## src/rtl/tach_pkg.sv

```systemverilog
package tach_pkg;

   typedef enum logic {
      PPR_TWO  = 1'b0,
      PPR_FOUR = 1'b1
   } ppr_e;

   localparam int unsigned SEC_PER_MIN = 60;
   localparam int unsigned WEIGHT_W    = 6;

   // RPM contributed by one rising edge inside a one-second window
   function automatic logic [WEIGHT_W-1:0] edge_weight(input ppr_e sel);
      return (sel == PPR_FOUR) ? WEIGHT_W'(SEC_PER_MIN / 4) : WEIGHT_W'(SEC_PER_MIN / 2);
   endfunction

endpackage

```

## src/rtl/tach_sync.sv

```systemverilog
module tach_sync #(
   parameter int unsigned STAGES = 2
) (
   input  logic clk,
   input  logic rst_n,
   input  logic din,
   output logic dout
);
   if (STAGES < 2) begin : g_bad
      $error("tach_sync: STAGES must be at least 2");
   end

   logic [STAGES-1:0] chain;

   always_ff @(posedge clk or negedge rst_n) begin
      if (!rst_n) chain <= '0;
      else        chain <= {chain[STAGES-2:0], din};
   end

   assign dout = chain[STAGES-1];
endmodule

```

## src/rtl/tach_glitch_filter.sv

```systemverilog
module tach_glitch_filter #(
   parameter int unsigned FILT_LEN = 2
) (
   input  logic clk,
   input  logic rst_n,
   input  logic din,
   output logic rise_o
);
   logic level;

   if (FILT_LEN <= 1) begin : g_bypass
      always_ff @(posedge clk or negedge rst_n) begin
         if (!rst_n) level <= 1'b0;
         else        level <= din;
      end
      assign rise_o = din && !level;
   end else begin : g_filter
      localparam int unsigned CW = $clog2(FILT_LEN);
      logic [CW-1:0] run;
      logic          ripe;

      assign ripe   = (din != level) && (run == CW'(FILT_LEN - 1));
      assign rise_o = ripe && din;

      always_ff @(posedge clk or negedge rst_n) begin
         if (!rst_n) begin
            level <= 1'b0;
            run   <= '0;
         end else if (din == level) begin
            run <= '0;
         end else if (ripe) begin
            level <= din;
            run   <= '0;
         end else begin
            run <= run + 1'b1;
         end
      end
   end
endmodule

```

## src/rtl/tach_gate_counter.sv

```systemverilog
module tach_gate_counter #(
   parameter int unsigned GATE_CYCLES = 100_000_000,
   parameter int unsigned CNT_W       = $clog2(GATE_CYCLES + 1)
) (
   input  logic             clk,
   input  logic             rst_n,
   input  logic             en,
   input  logic             edge_i,
   output logic             gate_end_o,
   output logic [CNT_W-1:0] total_o
);
   localparam int unsigned GW = $clog2(GATE_CYCLES);

   logic [GW-1:0]    gate;
   logic [CNT_W-1:0] cnt;

   assign gate_end_o = en && (gate == GW'(GATE_CYCLES - 1));
   assign total_o    = cnt + CNT_W'(edge_i);

   always_ff @(posedge clk or negedge rst_n) begin
      if (!rst_n) begin
         gate <= '0;
         cnt  <= '0;
      end else if (!en || gate_end_o) begin
         gate <= '0;
         cnt  <= '0;
      end else begin
         gate <= gate + 1'b1;
         cnt  <= total_o;
      end
   end
endmodule

```

## src/rtl/fan_tach_meter.sv

```systemverilog
module fan_tach_meter #(
   parameter int unsigned GATE_CYCLES = 100_000_000,
   parameter int unsigned FILT_LEN    = 4,
   parameter int unsigned SYNC_STAGES = 2,
   parameter int unsigned RPM_W       = 16
) (
   input  logic             clk,
   input  logic             rst_n,
   input  logic             tach_en,
   input  logic             ppr_sel,
   input  logic             tach_in,
   output logic [RPM_W-1:0] rpm_o,
   output logic             rpm_valid_o
);
   import tach_pkg::*;

   localparam int unsigned CNT_W  = $clog2(GATE_CYCLES + 1);
   localparam int unsigned PROD_W = CNT_W + WEIGHT_W;

   if (GATE_CYCLES < 2) begin : g_bad_gate
      $error("fan_tach_meter: GATE_CYCLES must be at least 2");
   end
   if (RPM_W < 6) begin : g_bad_w
      $error("fan_tach_meter: RPM_W too narrow");
   end

   logic             tach_s;
   logic             rise;
   logic             gate_end;
   logic [CNT_W-1:0] total;
   logic [PROD_W-1:0] prod;
   logic [RPM_W-1:0] rpm_next;

   tach_sync #(.STAGES(SYNC_STAGES)) i_sync (
      .clk(clk), .rst_n(rst_n), .din(tach_in), .dout(tach_s)
   );

   tach_glitch_filter #(.FILT_LEN(FILT_LEN)) i_filt (
      .clk(clk), .rst_n(rst_n), .din(tach_s), .rise_o(rise)
   );

   tach_gate_counter #(.GATE_CYCLES(GATE_CYCLES), .CNT_W(CNT_W)) i_gate (
      .clk(clk), .rst_n(rst_n), .en(tach_en), .edge_i(rise),
      .gate_end_o(gate_end), .total_o(total)
   );

   assign prod = PROD_W'(total) * PROD_W'(edge_weight(ppr_e'(ppr_sel)));

   if (PROD_W > RPM_W) begin : g_sat
      assign rpm_next = (|prod[PROD_W-1:RPM_W]) ? {RPM_W{1'b1}} : prod[RPM_W-1:0];
   end else begin : g_nosat
      assign rpm_next = RPM_W'(prod);
   end

   always_ff @(posedge clk or negedge rst_n) begin
      if (!rst_n) begin
         rpm_o       <= '0;
         rpm_valid_o <= 1'b0;
      end else if (!tach_en) begin
         rpm_o       <= '0;
         rpm_valid_o <= 1'b0;
      end else begin
         rpm_valid_o <= gate_end;
         if (gate_end) rpm_o <= rpm_next;
      end
   end
endmodule

```

## config.mk

```make
export PLATFORM = sky130hd
export DESIGN_NAME = fan_tach_meter
export DESIGN_NICKNAME = d
export VERILOG_FILES = /design/src/rtl/tach_pkg.sv /design/src/rtl/tach_sync.sv /design/src/rtl/tach_glitch_filter.sv /design/src/rtl/tach_gate_counter.sv /design/src/rtl/fan_tach_meter.sv
export SDC_FILE = /design/constraint.sdc
export NUM_CORES = 1
export LEC_CHECK = 0
export CORE_UTILIZATION = 40
export CTS_CLUSTER_SIZE = 30
export DETAILED_ROUTE_END_ITERATION = 8
export HOLD_SLACK_MARGIN = 0.06
export PLACE_DENSITY = 0.54
export RECOVER_POWER = 100
export SYNTH_ARGS = -nofsm -noshare
export SYNTH_HDL_FRONTEND = slang
export SYNTH_SLANG_ARGS = --single-unit
```

## constraint.sdc

```tcl
create_clock -name clk -period 7.19 [get_ports clk]
set_input_delay 0.719 -clock clk [delete_from_list [all_inputs] [get_ports clk]]
set_output_delay 0.719 -clock clk [all_outputs]
set_load 0.03 [all_outputs]
```

### After elaboration in Yosys (flattened, before gate mapping)

Cells that the tools add are included.

* muxes and demuxes: 9
* bitwise logic cells: 1
* reduce and logical (&&, ||, !) cells: 7
* eq/ne operators: 5
* $mul: 1
* add/subtract/negate cells: 3

Operators by type and width (count)
* 2-to-1 mux 27 bit: 2
* 2-to-1 mux 16 bit: 3
* multiplier 27 x 5 -> 32 bit: 1
* adder 27 x 1 -> 27 bit: 1
* adder 27 x 1 -> 27 bit, second input constant: 1
* equality test 27 bit, second input constant: 1
* OR reduction 17 bit: 1
* 2-to-1 mux 5 bit: 1
* 2-to-1 mux 2 bit: 2
* logical AND 1 bit: 3
* adder 2 x 1 -> 2 bit, second input constant: 1
* equality test 2 bit, second input constant: 1
* inequality test 2 x 1 -> 1 bit, second input constant: 1
* AND reduction 2 bit: 1
* equality test 1 bit: 1
* logical NOT 1 bit: 1
* logical OR 1 bit: 1
* 2-to-1 mux 1 bit: 1
* inequality test 1 bit: 1
* NOT 1 bit: 1

* input bits: 5
* flip-flop bits (word level): 76
* output and inout port bits: 17

### Longest topological paths before layout

* depth after elaboration: 9
* mapped depth: 28
* gate-level depth less buffers: 26

### Cells and area by module

A second synthesis with hierarchy kept.

* cells, all modules: 890
* area, all modules: 7870.0 µm²

Modules (own cells, without submodules)
* fan_tach_meter: area each 4808.4 µm², sequential area each 425.4 µm², instances 1, cells each 566
* tach_gate_counter: area each 2882.8 µm², sequential area each 1351.3 µm², instances 1, cells each 311
* tach_glitch_filter: area each 128.9 µm², sequential area each 75.1 µm², instances 1, cells each 11
* tach_sync: area each 50.0 µm², sequential area each 50.0 µm², instances 1, cells each 2

### Worst setup path after synthesis

OpenSTA, ideal clock, no wires.

* path type: register to register
* from: register i_filt.g_filter.run[0]
* to: register rpm_o[10]
* stages on the path, launching flop included: 27
* slack: 1.012 ns
* buffers on the path: 2
* arrival: 6.052 ns
* period minus slack after synthesis: 6.178 ns
* cells stage by stage: dfrtp_1 > ha_1 > and3b_1 > ha_1 > ha_1 > nand2_1 > nor2_1 > nand2_1 > nor2_1 > nand3_1 > xor2_1 > or2_2 > fa_1 > fa_1 > inv_1 > fa_1 > ha_1 > buf_2 > o21a_1 > a21o_1 > nor2b_1 > nor2_1 > or3_1 > a2111o_1 > nor4_4 > buf_6 > a21oi_2

* longest elaborated chain between the ends: 9

RTL lines
* start, declared: line tach_glitch_filter.sv:19 `logic [CW-1:0] run;`
* start signal, assigned: line tach_glitch_filter.sv:35 `run <= run + 1'b1;`
* equality test 2 bit (*): line tach_glitch_filter.sv:22 `assign ripe = (din != level) && (run == CW'(FILT_LEN - 1));`
* logical AND 1 bit (*): line tach_glitch_filter.sv:22
* logical AND 1 bit (*): line tach_glitch_filter.sv:23 `assign rise_o = ripe && din;`
* adder 27 x 1 -> 27 bit (*): line tach_gate_counter.sv:18 `assign total_o = cnt + CNT_W'(edge_i);`
* multiplier 27 x 5 -> 32 bit (*): line fan_tach_meter.sv:47 `assign prod = PROD_W'(total) * PROD_W'(edge_weight(ppr_e'(ppr_sel)));`
* OR reduction 17 bit: line fan_tach_meter.sv:50 `assign rpm_next = (|prod[PROD_W-1:RPM_W]) ? {RPM_W{1'b1}} : prod[RPM_W-1:0];`
* 2-to-1 mux 16 bit (*): line fan_tach_meter.sv:50
* 2-to-1 mux 16 bit (*): line fan_tach_meter.sv:64 `if (gate_end) rpm_o <= rpm_next;`
* 2-to-1 mux 16 bit (*): line fan_tach_meter.sv:59 `end else if (!tach_en) begin`
* end signal, assigned: line fan_tach_meter.sv:64
* end, declared: line fan_tach_meter.sv:12 `output logic [RPM_W-1:0] rpm_o,`

Every way passes the cells marked *; elsewhere a longest branch is shown, timed or not. The select of a mux whose other input is x is not followed.
A chain may end at the register's enable or synchronous reset.

### Final worst setup path

* from: register i_filt.g_filter.run[0]
* to: register rpm_o[5]

Same word-level chain as after synthesis.

==> qor.csv <==
metric,value,unit
fill cell count,1741,
PortBufs,21,
Pre-antenna DRT Iters,7,
post-synth cell types,64,
max-cap violations,1,
Routed Antenna Nets,0,
area of the multi-input gates,0.005087,mm²
initial core utilization,0.4112,
post-synthesis cell area,0.007437,mm²
H-tree depth,3,
max layer used,met4,
Max Slew Vio Count,77,
async set or reset register ratio after synthesis,1.000,
DR vias,5592,
failing checks,"design-rule violations, max-capacitance violations, max-slew violations",
Routed WL,15.96,mm
status,"finished, violations left",
core footprint,0.01809,mm²
Syn Inst Count,800,
RSZ-0062 raised after global routing,false,
Die Height,138.4,µm
static leakage,3.963,nW
gr usage total,0.1829,
Period minus WS final,6650,ps
worst-path fanout max,16,
DRC,7,
# setup viols final,0,
syn nets,923,
Commonest cells post-synth,"nor2_1 (99), dfrtp_1 (76), fa_1 (74), inv_1 (74), nand2_1 (52)",
Worst-Skew Late Latency,340,ps
CP required,7400,ps
TritonCTS clock tree,done,
worst slew pin tran,4085,ps
CP Capture Type,register,
most numerous cell in the Yosys netlist,nor2_1,
layout cells sized above 1,0.08262,
DP Worst Slack,291.1,ps
Post-DP HPWL,12.48,mm
Final period util,0.9249,
Critical Path AT,6860,ps
vias per cell,5.316,
Final WS setup,540.1,ps
"area leader, netlist",dfrtp_1,
Fin Hold WS,355.3,ps
"FF+latch count, synth",76,
Ant. Diodes,0,
row count,49,
synth top area cells,"dfrtp_1 (26%), fa_1 (20%), ha_1 (7.4%)",
total power,0.9159,mW
met3 wire len,393,µm
"Seq/Total Area, Yosys",0.2557,
WL met2,8.007,mm
Mean Syn Cell Area,9.296,µm²
fmax,150.4,MHz
kind of critical path,reg -> reg,
dominant synthesized flop cell,dfrtp_1,
post-synth top area share,0.2557,
VDD IR max,0.1069,mV
gpl congestion,0.8301,
Clock Sinks,76,
setup TNS,0,ps
drt wl/cell,15.17,µm
PwrDens,112.5,mW/mm²
CTS Buffer Depth,2,
TritonCTS Buffers,9,
full die area,0.01914,mm²
initial DRC count,293,
NumNets Final,941,
Max-Slew Margin vs Limit,-1.723,
Final Hold Violating Endpoints,0,
Chip Width,138.4,µm
Ports,22,
met1 wire length,7.302,mm
type of the tightest min-delay check,reg -> reg,
Reg area,0.001902,mm²
root buf cell,clkbuf_16,
startpoint types,register,
Syn. warnings,0,
largest net degree at the start of global routing,77,
Overflow after GRT,0,
"EDFF count, synth",0,
vias in the first global route,5972,
clk slew on worst S/H paths,60,ps
Layout Skew,7.959,ps
first-pass GRT wire length,28.62,mm
Layout area overhead,9.489,%
initial antenna violation count,0,
[placed cells by master (no fill, tap or decap), types with 4 or more instances in the layout]
master	netlist	routed
nor2_1	99	97
xor2_1	42	40
buf_4	1	15
and2_1	7	7
a31oi_1	6	6
inv_1	74	74
nand2_1	52	52
nor3_1	9	10
a21o_1	10	10
ha_1	44	44
and3_1	19	19
dlygate4sd3_1	0	19
o211ai_1	6	6
o21ai_1	6	6
a21oi_2	13	4
o21ai_0	27	27
nand4_1	12	12
and4_1	6	6
dfrtp_1	76	76
fa_1	74	74
xnor2_1	27	26
nand3_1	34	34
or2_2	14	14
nor2b_1	20	19
clkbuf_16	0	9
nand2b_1	13	13
a21oi_1	29	38
[logic make-up (layout without fill, tap and decap cells)]
group           after synthesis  in the layout  synth area share
compound gates              128            128            0.1215
xor+xnor                     69             69           0.08126
fa+ha+maj                   118            118            0.2732
buf+inv                     104            127           0.05905
flops                        76             76            0.2557
mux                           3              3          0.004374
simple gates                302            302            0.2049
[path summary, 6_finish.rpt]
path | from | to | slack (ps) | cells after the start
max in group asynchronous | rst_n | rpm_o[11]$_DFFE_PN0N_ | 3090 | 1
min | i_sync.chain[0]$_DFF_PN0_ | i_sync.chain[1]$_DFF_PN0_ | 360 | 0
min in group asynchronous | rst_n | i_sync.chain[0]$_DFF_PN0_ | 1810 | 1
max reg2reg | i_filt.g_filter.run[0]$_DFF_PN0_ | rpm_o[5]$_DFFE_PN0N_ | 540 | 23
max | i_filt.g_filter.run[0]$_DFF_PN0_ | rpm_o[5]$_DFFE_PN0N_ | 540 | 23
min reg2reg | i_sync.chain[0]$_DFF_PN0_ | i_sync.chain[1]$_DFF_PN0_ | 360 | 0
[flip-flops by register name, indices dropped and copies added (netlist names)]
register,cells
i_filt.g_filter.run,2
i_sync.chain,2
i_gate.cnt,27
rpm_o,16
rpm_valid_o,1
i_filt.level,1
i_gate.gate,27
[layer usage]
layer  vias up  global-route usage
met3        16             0.02736
li1       2698                   -
met5         -                   0
met1      2813              0.2382
met2        65              0.3158
met4         0             0.05145
[final cells by class]
type	count	area share
Clock inverter	6	0.004917
Multi-Input combinational cell	620	0.6248
Inverter	74	0.03411
Sequential cell	76	0.2336
Clock buffer	10	0.02812
Tap cell	229	0.03519
Timing Repair Buffer	37	0.03934
[what timing repair did]
action,CTS,global route
hold buffers,0,0
endpoints found under the setup margin,0,16
setup buffers,0,0
gates resized for setup,0,6
[power by group]
part	total (mW)	internal, mW	leakage [nW]	switching, mW
Sequential	0.444	0.438	1.05	0.00584
Combinational	0.0553	0.0199	2.78	0.0355
Clock	0.417	0.234	0.133	0.183
[per-stage QoR]
step	area (µm²)	std cells	utilization
finish	8143	1052	0.4502
global route	8143	1052	0.4502
CTS	8159	1052	0.4511
detailed placement	7890	1036	0.4363
global placement	7890	1036	0.4363
floorplan	7437	800	-
[worst max-delay path: stages (launching register included)]
cell      delay, ps
dfrtp_1         350
ha_1            200
and3b_1         170
ha_1            200
ha_1            280
nand2_1         140
nor2_2          240
and2_1          200
nand3_1         100
xor2_1          340
inv_1           200
fa_1            570
fa_1            450
fa_1            510
ha_1            410
a21oi_2         270
o22ai_1         120
nor3_1          180
a31oi_1         180
or3_1           380
a2111o_1        460
nor4_4          220
buf_4           260
a21oi_1          90
Power figures use the tool's default switching activity.
